<file path="src/rtl/isa_tmg_pkg.sv">
package isa_tmg_pkg;

    localparam int unsigned TMG_CNT_W = 4;
    localparam int unsigned TMG_DIV_W = 2;

    typedef enum logic [1:0] {
        BCLK_REF   = 2'b00,
        BCLK_QTR   = 2'b01,
        BCLK_THIRD = 2'b10,
        BCLK_RSVD  = 2'b11
    } bclk_sel_e;

    typedef struct packed {
        logic is_io;
        logic is_write;
        logic is_wide;
    } req_attr_t;

    typedef struct packed {
        logic io_rd;
        logic io_wr;
        logic mem_rd;
        logic mem_wr;
    } cmd_strb_t;

    typedef struct packed {
        logic [1:0] rec16;
        logic [1:0] rec8;
        logic       ws16_fast;
        logic       ws8_fast;
    } tim_fields_t;

    function automatic tim_fields_t unpack_tim(input logic [7:0] b);
        tim_fields_t f;
        f.rec16     = b[7:6];
        f.rec8      = b[5:4];
        f.ws16_fast = b[2];
        f.ws8_fast  = b[1];
        return f;
    endfunction

    // Number of wait states for a command of the given width.
    function automatic int unsigned wait_states(input logic wide, input tim_fields_t f);
        if (wide) return f.ws16_fast ? 1 : 2;
        return f.ws8_fast ? 4 : 5;
    endfunction

    // Recovery gap in bus clocks after an I/O command of the given width.
    function automatic int unsigned recovery_clocks(input logic wide, input tim_fields_t f);
        if (wide) return 5 - int'(f.rec16);
        case (f.rec8)
            2'b00:   return 8;
            2'b01:   return 5;
            2'b10:   return 4;
            default: return 3;
        endcase
    endfunction

    function automatic cmd_strb_t strobe_for(input req_attr_t a);
        cmd_strb_t s;
        s.io_rd  = a.is_io  & ~a.is_write;
        s.io_wr  = a.is_io  &  a.is_write;
        s.mem_rd = ~a.is_io & ~a.is_write;
        s.mem_wr = ~a.is_io &  a.is_write;
        return s;
    endfunction

endpackage

</file>
<file path="src/rtl/isa_bclk_gen.sv">
module isa_bclk_gen
    import isa_tmg_pkg::*;
#(
    parameter int unsigned DIV_W = TMG_DIV_W
) (
    input  logic      clk_i,
    input  logic      rst_i,
    input  bclk_sel_e sel_i,
    input  logic      ref_tick_i,
    output logic      tick_o
);
    localparam logic [DIV_W-1:0] QTR_LAST   = DIV_W'(3);
    localparam logic [DIV_W-1:0] THIRD_LAST = DIV_W'(2);

    logic [DIV_W-1:0] cnt_q;
    logic [DIV_W-1:0] last;
    logic             use_ref;
    logic             tick_q;

    always_comb begin
        use_ref = 1'b0;
        last    = QTR_LAST;
        case (sel_i)
            BCLK_QTR:   last = QTR_LAST;
            BCLK_THIRD: last = THIRD_LAST;
            default:    use_ref = 1'b1;   // reserved code falls back to the reference
        endcase
    end

    always_ff @(posedge clk_i) begin
        if (rst_i) begin
            cnt_q  <= '0;
            tick_q <= 1'b0;
        end else if (use_ref) begin
            cnt_q  <= '0;
            tick_q <= ref_tick_i;
        end else if (cnt_q >= last) begin
            cnt_q  <= '0;
            tick_q <= 1'b1;
        end else begin
            cnt_q  <= cnt_q + 1'b1;
            tick_q <= 1'b0;
        end
    end

    assign tick_o = tick_q;

    AST_DIV_NO_BACK_TO_BACK: assert property (@(posedge clk_i) disable iff (rst_i)
        (tick_q && !use_ref) |=> (!tick_q || use_ref));
    AST_REF_FOLLOW: assert property (@(posedge clk_i) disable iff (rst_i)
        (use_ref && $past(use_ref) && !$past(rst_i)) |-> (tick_q == $past(ref_tick_i)));
endmodule

</file>
<file path="src/rtl/isa_rec_timer.sv">
module isa_rec_timer
    import isa_tmg_pkg::*;
#(
    parameter int unsigned CNT_W = TMG_CNT_W
) (
    input  logic             clk_i,
    input  logic             rst_i,
    input  logic             tick_i,
    input  logic             load_i,
    input  logic [CNT_W-1:0] load_val_i,
    output logic             idle_o
);
    logic [CNT_W-1:0] cnt_q;

    always_ff @(posedge clk_i) begin
        if (rst_i)                      cnt_q <= '0;
        else if (load_i)                cnt_q <= load_val_i;
        else if (tick_i && cnt_q != '0) cnt_q <= cnt_q - 1'b1;
    end

    assign idle_o = (cnt_q == '0);

    AST_LOAD_WHEN_IDLE: assert property (@(posedge clk_i) disable iff (rst_i)
        load_i |-> idle_o);
    AST_HOLD_BETWEEN_TICKS: assert property (@(posedge clk_i) disable iff (rst_i)
        (!load_i && !tick_i) |=> $stable(cnt_q));
endmodule

</file>
<file path="src/rtl/isa_cmd_seq.sv">
module isa_cmd_seq
    import isa_tmg_pkg::*;
#(
    parameter int unsigned CNT_W = TMG_CNT_W
) (
    input  logic             clk_i,
    input  logic             rst_i,
    input  logic             tick_i,
    input  logic             req_i,
    input  req_attr_t        attr_i,
    input  tim_fields_t      tim_i,
    input  logic             rec_idle_i,
    output cmd_strb_t        strb_o,
    output logic             done_o,
    output logic             rec_load_o,
    output logic [CNT_W-1:0] rec_val_o
);
    typedef enum logic {ST_IDLE, ST_ACT} seq_state_e;

    seq_state_e       state_q;
    req_attr_t        attr_q;
    logic [CNT_W-1:0] ws_q;
    logic [CNT_W-1:0] rec_q;
    logic [CNT_W-1:0] cnt_q;
    cmd_strb_t        strb_q;
    logic             done_q;
    logic             start;
    logic             finish;
    logic             busy;

    assign busy   = (state_q == ST_ACT);
    assign start  = !busy && req_i && tick_i && (!attr_i.is_io || rec_idle_i);
    assign finish = busy && tick_i && (cnt_q == ws_q);

    always_ff @(posedge clk_i) begin
        if (rst_i) begin
            state_q <= ST_IDLE;
            attr_q  <= '0;
            ws_q    <= '0;
            rec_q   <= '0;
            cnt_q   <= '0;
            strb_q  <= '0;
            done_q  <= 1'b0;
        end else begin
            done_q <= 1'b0;
            if (start) begin
                state_q <= ST_ACT;
                attr_q  <= attr_i;
                ws_q    <= CNT_W'(wait_states(attr_i.is_wide, tim_i));
                rec_q   <= CNT_W'(recovery_clocks(attr_i.is_wide, tim_i));
                cnt_q   <= '0;
                strb_q  <= strobe_for(attr_i);
            end else if (finish) begin
                state_q <= ST_IDLE;
                strb_q  <= '0;
                done_q  <= 1'b1;
            end else if (busy && tick_i) begin
                cnt_q <= cnt_q + 1'b1;
            end
        end
    end

    // The gap is counted from the fall, so one bus clock is already covered
    // by the start condition itself.
    assign rec_load_o = finish && attr_q.is_io;
    assign rec_val_o  = rec_q - 1'b1;
    assign strb_o     = strb_q;
    assign done_o     = done_q;

    AST_STRB_ONEHOT: assert property (@(posedge clk_i) disable iff (rst_i)
        $onehot0(strb_q));
    AST_BUSY_HAS_STRB: assert property (@(posedge clk_i) disable iff (rst_i)
        busy |-> $countones(strb_q) == 1);
    AST_EDGE_ON_TICK: assert property (@(posedge clk_i) disable iff (rst_i)
        (busy != $past(busy)) |-> $past(tick_i));
    AST_CNT_BOUND: assert property (@(posedge clk_i) disable iff (rst_i)
        busy |-> (cnt_q <= ws_q));
    AST_IO_AFTER_REC: assert property (@(posedge clk_i) disable iff (rst_i)
        ($rose(busy) && attr_q.is_io) |-> $past(rec_idle_i));
    AST_DONE_SINGLE: assert property (@(posedge clk_i) disable iff (rst_i)
        done_q |=> !done_q);
    AST_ATTR_HELD: assert property (@(posedge clk_i) disable iff (rst_i)
        (busy && $past(busy)) |-> $stable(attr_q) && $stable(ws_q));
endmodule

</file>
<file path="src/rtl/isa_cycle_timer.sv">
module isa_cycle_timer
    import isa_tmg_pkg::*;
#(
    parameter int unsigned CNT_W = TMG_CNT_W,
    parameter int unsigned DIV_W = TMG_DIV_W
) (
    input  logic       clk_i,
    input  logic       rst_i,
    input  logic [7:0] bclk_cfg_i,
    input  logic [7:0] tim_cfg_i,
    input  logic       ref_tick_i,
    input  logic       req_i,
    input  logic       req_io_i,
    input  logic       req_write_i,
    input  logic       req_wide_i,
    output logic       io_rd_o,
    output logic       io_wr_o,
    output logic       mem_rd_o,
    output logic       mem_wr_o,
    output logic       bclk_en_o,
    output logic       done_o
);
    bclk_sel_e        sel;
    tim_fields_t      tim;
    req_attr_t        attr;
    cmd_strb_t        strb;
    logic             tick;
    logic             rec_idle;
    logic             rec_load;
    logic [CNT_W-1:0] rec_val;
    logic             unused_cfg;

    assign sel        = bclk_sel_e'(bclk_cfg_i[7:6]);
    assign tim        = unpack_tim(tim_cfg_i);
    assign attr       = '{is_io: req_io_i, is_write: req_write_i, is_wide: req_wide_i};
    assign unused_cfg = ^{bclk_cfg_i[5:0], tim_cfg_i[3], tim_cfg_i[0]};

    isa_bclk_gen #(.DIV_W(DIV_W)) u_bclk (
        .clk_i      (clk_i),
        .rst_i      (rst_i),
        .sel_i      (sel),
        .ref_tick_i (ref_tick_i),
        .tick_o     (tick)
    );

    isa_rec_timer #(.CNT_W(CNT_W)) u_rec (
        .clk_i      (clk_i),
        .rst_i      (rst_i),
        .tick_i     (tick),
        .load_i     (rec_load),
        .load_val_i (rec_val),
        .idle_o     (rec_idle)
    );

    isa_cmd_seq #(.CNT_W(CNT_W)) u_seq (
        .clk_i      (clk_i),
        .rst_i      (rst_i),
        .tick_i     (tick),
        .req_i      (req_i),
        .attr_i     (attr),
        .tim_i      (tim),
        .rec_idle_i (rec_idle),
        .strb_o     (strb),
        .done_o     (done_o),
        .rec_load_o (rec_load),
        .rec_val_o  (rec_val)
    );

    assign io_rd_o   = strb.io_rd;
    assign io_wr_o   = strb.io_wr;
    assign mem_rd_o  = strb.mem_rd;
    assign mem_wr_o  = strb.mem_wr;
    assign bclk_en_o = tick;

    AST_DONE_AT_FALL: assert property (@(posedge clk_i) disable iff (rst_i)
        done_o |-> ($past(|strb) && !(|strb)));
    AST_FALL_GIVES_DONE: assert property (@(posedge clk_i) disable iff (rst_i)
        ($past(|strb) && !(|strb)) |-> done_o);
endmodule

</file>
<file path="config.mk">
export PLATFORM = sky130hd
export DESIGN_NAME = isa_cycle_timer
export DESIGN_NICKNAME = d
export VERILOG_FILES = /design/src/rtl/isa_tmg_pkg.sv /design/src/rtl/isa_bclk_gen.sv /design/src/rtl/isa_rec_timer.sv /design/src/rtl/isa_cmd_seq.sv /design/src/rtl/isa_cycle_timer.sv
export SDC_FILE = /design/constraint.sdc
export NUM_CORES = 1
export LEC_CHECK = 0
export BUFFER_PORTS_ARGS = -buffer_cell sky130_fd_sc_hd__buf_2
export CAP_MARGIN = 20
export CORE_UTILIZATION = 30
export DETAILED_ROUTE_END_ITERATION = 8
export GPL_TIMING_DRIVEN = 0
export PLACE_DENSITY = 0.46
export RECOVER_POWER = 25
export SYNTH_ARGS = -nofsm -noshare
export SYNTH_HDL_FRONTEND = slang
export SYNTH_SLANG_ARGS = --single-unit
export TNS_END_PERCENT = 30
</file>
<file path="constraint.sdc">
create_clock -name clk_i -period 2.3 [get_ports clk_i]
set_input_delay 0.345 -clock clk_i [delete_from_list [all_inputs] [get_ports clk_i]]
set_output_delay 0.345 -clock clk_i [all_outputs]
set_load 0.05 [all_outputs]
</file>
== Word-level counts from Yosys, hierarchy flattened ==
Cells that the tools add are included.

* Add/sub/neg operators: 5
* Magnitude comparators: 1
* Equal/unequal tests: 5
* Multiplexer cells: 20
* Bitwise gates (word level): 8
* Reduce and logical (&&, ||, !) cells: 19

{| class="wikitable"
|+ Operator list
! cell !! number
|-
| $mux W4 || 7
|-
| $pmux W4 S3 || 1
|-
| $mux W1 || 10
|-
| $sub A4 B1 Y4 const B || 2
|-
| $logic_and A1 B1 Y1 || 7
|-
| $add A4 B1 Y4 const B || 1
|-
| $and A1 B1 Y1 || 4
|-
| $eq A2 B1 Y1 const B || 2
|-
| $eq A2 B2 Y1 const B || 2
|-
| $eq A4 B4 Y1 || 1
|-
| $logic_not A4 Y1 || 1
|-
| $mux W2 || 2
|-
| $not A1 Y1 || 4
|-
| $reduce_bool A2 Y1 || 2
|-
| $reduce_bool A4 Y1 || 1
|-
| $reduce_or A2 Y1 || 2
|-
| $sub A3 B2 Y4 const A || 1
|-
| $reduce_or A3 Y1 || 1
|-
| $add A2 B1 Y2 const B || 1
|-
| $ge A2 B2 Y1 || 1
|-
| $logic_not A1 Y1 || 2
|-
| $logic_not A2 Y1 || 1
|-
| $reduce_and A2 Y1 || 1
|-
| $logic_or A1 B1 Y1 || 1
|}

* Register bits: 26
* Input port bits: 23
* Output and inout bits: 6
* Logic and storage cells: 71

== Depth between registers and ports, before layout ==
* Word-level depth: 7
* Mapped depth: 8
* Mapped depth without buffers: 8

== Hierarchy ==
Synthesis repeated with hierarchy kept, for this count alone.

* Cells, all modules: 142
* Area, all modules: 1341.3 sq um

{| class="wikitable"
|+ Modules (own cells, without submodules)
! module !! times used !! cells each !! area an instance (sq um) !! seq. area each (sq um)
|-
| isa_cmd_seq || 1 || 96 || 908.4 || 360.3
|-
| isa_rec_timer || 1 || 29 || 262.8 || 80.1
|-
| isa_bclk_gen || 1 || 17 || 170.2 || 60.1
|}

== Least setup slack after synthesis ==
OpenSTA, ideal clock, no wires.

* Path type: register to register
* From: register u_bclk.tick_q, in the netlist u_bclk.tick_o
* To: register u_rec.cnt_q[2]
* Setup time: 0.086 ns
* Arrival time: 2.215 ns
* Required time: 2.214 ns
* Setup slack: 0.000 ns
* Stages on the path, launching flop included: 9
* Buffers on the path: 0
* Clock period less this slack: 2.300 ns
* Cell sequence: dfxtp_1 > nand4b_1 > nor4_4 > mux2i_1 > ha_1 > nand2_1 > nor3_1 > a211oi_1 > a211oi_1

* Longest elaborated chain between the ends: 4
* Elaborated cells on any way between the ends: 6
* Those cells by class: mux (1); reduce/logical (5)

{| class="wikitable"
|+ Ends and longest elaborated chain
! item !! line !! source
|-
| start: declaration || isa_bclk_gen.sv:18 || <nowiki>logic tick_q;</nowiki>
|-
| start signal: assignment || isa_bclk_gen.sv:36 || <nowiki>tick_q <= ref_tick_i;</nowiki>
|-
| $logic_and A1 B1 Y1 (2 in series) || isa_cmd_seq.sv:33 || <nowiki>assign finish = busy && tick_i && (cnt_q == ws_q);</nowiki>
|-
| $logic_and A1 B1 Y1 || isa_cmd_seq.sv:65 || <nowiki>assign rec_load_o = finish && attr_q.is_io;</nowiki>
|-
| $mux W4 or $reduce_bool A2 Y1 (tied branches) || -- ||
|-
| end signal: assignment || isa_rec_timer.sv:17 || <nowiki>else if (load_i) cnt_q <= load_val_i;</nowiki>
|-
| end signal: assignment || isa_rec_timer.sv:18 || <nowiki>else if (tick_i && cnt_q != '0) cnt_q <= cnt_q - 1'b1;</nowiki>
|-
| end: declaration || isa_rec_timer.sv:13 || <nowiki>logic [CNT_W-1:0] cnt_q;</nowiki>
|}

Parallel ways exist; a longest one is shown, timed or not.
A chain may end at the register's enable or synchronous reset.

== Worst setup path after layout ==
* From: register u_seq.ws_q[1]
* To: register u_rec.cnt_q[2]

* Longest elaborated chain between the ends: 4
* Elaborated cells on any way between the ends: 5
* Those cells by class: eq/ne (1); mux (1); reduce/logical (3)

{| class="wikitable"
|+ Ends and longest elaborated chain
! item !! line !! source
|-
| start: declaration || isa_cmd_seq.sv:22 || <nowiki>logic [CNT_W-1:0] ws_q;</nowiki>
|-
| start signal: assignment || isa_cmd_seq.sv:49 || <nowiki>ws_q <= CNT_W'(wait_states(attr_i.is_wide, tim_i));</nowiki>
|-
| $eq A4 B4 Y1 (*) || isa_cmd_seq.sv:33 ||
|-
| $logic_and A1 B1 Y1 (*) || isa_cmd_seq.sv:33 ||
|-
| $logic_and A1 B1 Y1 (*) || isa_cmd_seq.sv:65 ||
|-
| $mux W4 or $reduce_bool A2 Y1 (tied branches) || -- ||
|}

Every way passes the cells marked *; elsewhere a longest branch is shown, timed or not.

==> results.toml <==
[power_and_ir_drop]
switching_power_w = 0.000200
pwr-share-comb = 0.108
p_seq_frac = 0.565
p_sw_frac = 0.250
power_density_nw_per_um2 = 533
leakage_nw = 0.580
power_frac_clock = 0.327
intPower_w = 0.000600
ir_worst_vdd_v = 0.000197

[clock_network]
clk_path_buf_depth = 2
cts_tree = "built"
cts-root-buf = "clkbuf_8"
cts_buffers = 3
clk_pin_slew_ps = 90
cts_max_level = 1
cts_hold_buf = 0
clock_latency_ps = 270
clock-sinks = 25

[routing]
routed_wl_um = 2820
wire_per_inst_um = 13.0
avgViaCountPerCell = 4.97
via_count = 1079
drcViolationCount = 0
drtIter0Drc = 29
dr.pass1.iters = 4
antenna_left = 0

[worst_hold_path]
worstHoldStart = "ref_tick_i"
min_path_cells = 3
hold_end = "u_bclk.tick_o"
hold_path_class = "in2reg"

[status]
status = "completed"

[global_route]
grt.overflow.total = 0
grt_usage = 0.137
grt_max_degree = 14
grt_pass1_wl_um = 4610
grt_pass1_vias = 1026
antenna_found_initial = 0

[worst_setup_path]
worst_r2r_path_depth = 9
worstReg2RegEnd = "u_rec.cnt_q[2]"
worstReg2RegStart = "u_seq.ws_q[1]"
crit_fanout = 6
cp-end-kind = "flip-flop"
r2r_setup_slack_ps = 220
critPathRequiredTime_ps = 2480
critPathKind = "reg2reg"
arrival_ps = 2260
start_kind = "flip-flop"

[finish]
n_fill_cell = 435
syn_to_final_growth_pct = 17.4
drive_gt1_frac = 0.174
num_antenna_cells = 0
nets = 198

[yosys]
synth-xor-area-share = 0.0528
synth_mux_area_frac = 0.0323
ys.warnings.count = 0
synth_top_family_by_area = "simple AND/OR/NAND/NOR gates"
synth-main-ff-cell = "dfxtp_1"
syn_area_um2 = 1280
async_flop_share = 0
synthCells = 140
synth-simple-area-share = 0.213
synth_edf_count = 0
yosysSeqAreaShare = 0.391
synth.distinct_cells = 36
ys_seq_elements = 25
avgSynthCellArea_um2 = 9.14
synthAdderAreaFrac = 0.0684
synth-compound-area-share = 0.190
synth_nets = 170

[sta]
totalNegativeSetupSlack_ps = 0
tightest_slew_ps = 603
relSlewSlack = 0.600
drv_slew = 0
whs_ps = 315
fin_crit_sh = 0.904
hold_violations = 0
skew_ps = 5.59
finalSetupViolations = 0
fmax_mhz = 481
min_period_ps = 2080

[floorplan]
io_pins = 29
num_rows = 23
die_y_um = 67.3
start_util = 0.315
die_area_um2 = 4530
core_um2 = 4060
dieWidth_um = 67.3

[placed_design]
place_hpwl_um = 2150
globalplace.congestion = 0.738
place.port_buffers = 20

[job]
cap_viol_max_count = 0
## metal layers
| metal | up-vias | part of all wire | track usage | wire length (um) |
|---|---|---|---|---|
| met1 | 496 | 0.48 | 0.172 | 1350 |
| met5 | - | 0 | 0 | 0 |
| met3 | 2 | 0.034 | 0.0253 | 96 |
| met4 | 0 | 0.0085 | 0.0479 | 24 |
| met2 | 22 | 0.48 | 0.231 | 1350 |
| li1 | 559 | - | - | - |
## synthesized netlist by cell type, drive strengths merged, types with 2 or more instances
cell type   n  area share
dfxtp      25        0.39
mux2i       3       0.023
a211oi      8       0.047
nand3b      2       0.012
o21ai       2      0.0078
nand3       7       0.027
a32o        2       0.016
or4         2       0.015
clkbuf      2      0.0059
and2        2       0.011
nand2      14       0.041
xor2        4       0.039
nor3        5       0.020
nand2b      2      0.0098
ha          7       0.068
xnor2       2       0.014
a21oi      14       0.055
nor2        9       0.026
nor3b       2       0.012
buf         2       0.018
o41ai       4       0.039
inv        10       0.029
## per-stage QoR
stage / cell area [um^2] / worst slack, ps / power (W) / instances / utilization
after detailed placement: 1440 / 33.2 / 0.000551 / 210 / 0.356
final: 1500 / 221 / 0.000800 / 217 / 0.370
after CTS: 1490 / 19.5 / 0.000821 / 214 / 0.367
after floorplan: 1280 / 252 / 0.000518 / 140 / -
after global placement: 1440 / 145 / 0.000548 / 210 / 0.356
after global routing: 1500 / -13.0 / 0.000844 / 217 / 0.370
## power groups by stage
stage | clock network [W] | logic, W | registers (W)
global placement | 0 | 0.0000856 | 0.000462
global route | 0.000293 | 0.0000975 | 0.000454
detailed placement | 0 | 0.0000882 | 0.000463
finish | 0.000262 | 0.0000861 | 0.000452
CTS | 0.000280 | 0.0000885 | 0.000453
floorplan | 0 | 0.0000501 | 0.000468
## state kept, by name, summed over array words and instances, names as in the netlist
signal,count
u_seq.strb_o,4
u_seq.rec_q,4
u_rec.cnt_q,4
u_seq.attr_q,1
u_seq.done_o,1
u_seq.cnt_q,4
u_seq.busy,1
u_bclk.tick_o,1
u_seq.ws_q,3
u_bclk.cnt_q,2
## cell usage in the layout, fill, tap and decap left out, drive strengths merged
| cell type | Yosys | final |
|---|---|---|
| nor3 | 5 | 5 |
| o21ai | 2 | 2 |
| nand3 | 7 | 7 |
| or3 | 1 | 1 |
| nand2b | 2 | 2 |
| a21oi | 14 | 14 |
| nor4 | 1 | 1 |
| mux2i | 3 | 3 |
| nor2 | 9 | 9 |
| xnor2 | 2 | 2 |
| or4 | 2 | 2 |
| dfxtp | 25 | 25 |
| a2111oi | 1 | 1 |
| o211ai | 1 | 1 |
| and3b | 1 | 1 |
| and2 | 2 | 2 |
| a32o | 2 | 2 |
| buf | 2 | 18 |
| a211oi | 8 | 8 |
| mux2 | 1 | 1 |
| ha | 7 | 7 |
| nor2b | 1 | 1 |
| inv | 10 | 10 |
| nand3b | 2 | 2 |
| xor2 | 4 | 4 |
| clkbuf | 2 | 13 |
| nand2 | 14 | 14 |
| a21o | 1 | 1 |
| nor3b | 2 | 2 |
| nand4b | 1 | 1 |
| o311ai | 1 | 1 |
| o41ai | 4 | 4 |
## worst max path at each step
stage	to	slack, ps	start
6_report	u_rec.cnt_q[2]	220	u_seq.ws_q[1]
5_1_grt	u_rec.cnt_q[2]	-10	u_seq.cnt_q[1]
3_5_place_dp	u_rec.cnt_q[2]	30	u_seq.cnt_q[0]
3_3_place_gp	u_rec.cnt_q[2]	150	u_seq.cnt_q[0]
2_1_floorplan	u_rec.cnt_q[2]	250	u_bclk.tick_o
4_1_cts	u_rec.cnt_q[2]	20	u_seq.cnt_q[0]
## repair_timing
item	CTS	global route
resized for setup	0	0
setup endpoints to repair	0	1
setup buffers	0	3
## cells by family (layout without fill, tap and decap cells)
| family | count (synthesis) | in the layout |
|---|---|---|
| compound gates | 34 | 34 |
| xor+xnor | 6 | 6 |
| fa+ha+maj | 7 | 7 |
| buf+inv | 14 | 41 |
| flops | 25 | 25 |
| mux | 4 | 4 |
| simple gates | 50 | 50 |
## worst max-delay path, cell delays in order (launching register included)
cell      delay [ps]
dfxtp_1          360
xor2_2           220
nor4_4           290
buf_4            190
mux2i_1          210
ha_1             210
nand2_1           80
nor3_1           130
a211oi_1          70
a211oi_1         210
## layout make-up
type,instances,area [um^2],area share
Buffer,4,30.0,0.0200
Clock buffer,4,45.0,0.0300
Inverter,10,37.5,0.0250
Multi-Input combinational cell,101,712,0.474
Sequential cell,25,502,0.334
Tap cell,50,62.6,0.0416
Timing Repair Buffer,23,114,0.0758
Note: power is estimated with default switching activity, not from simulation.
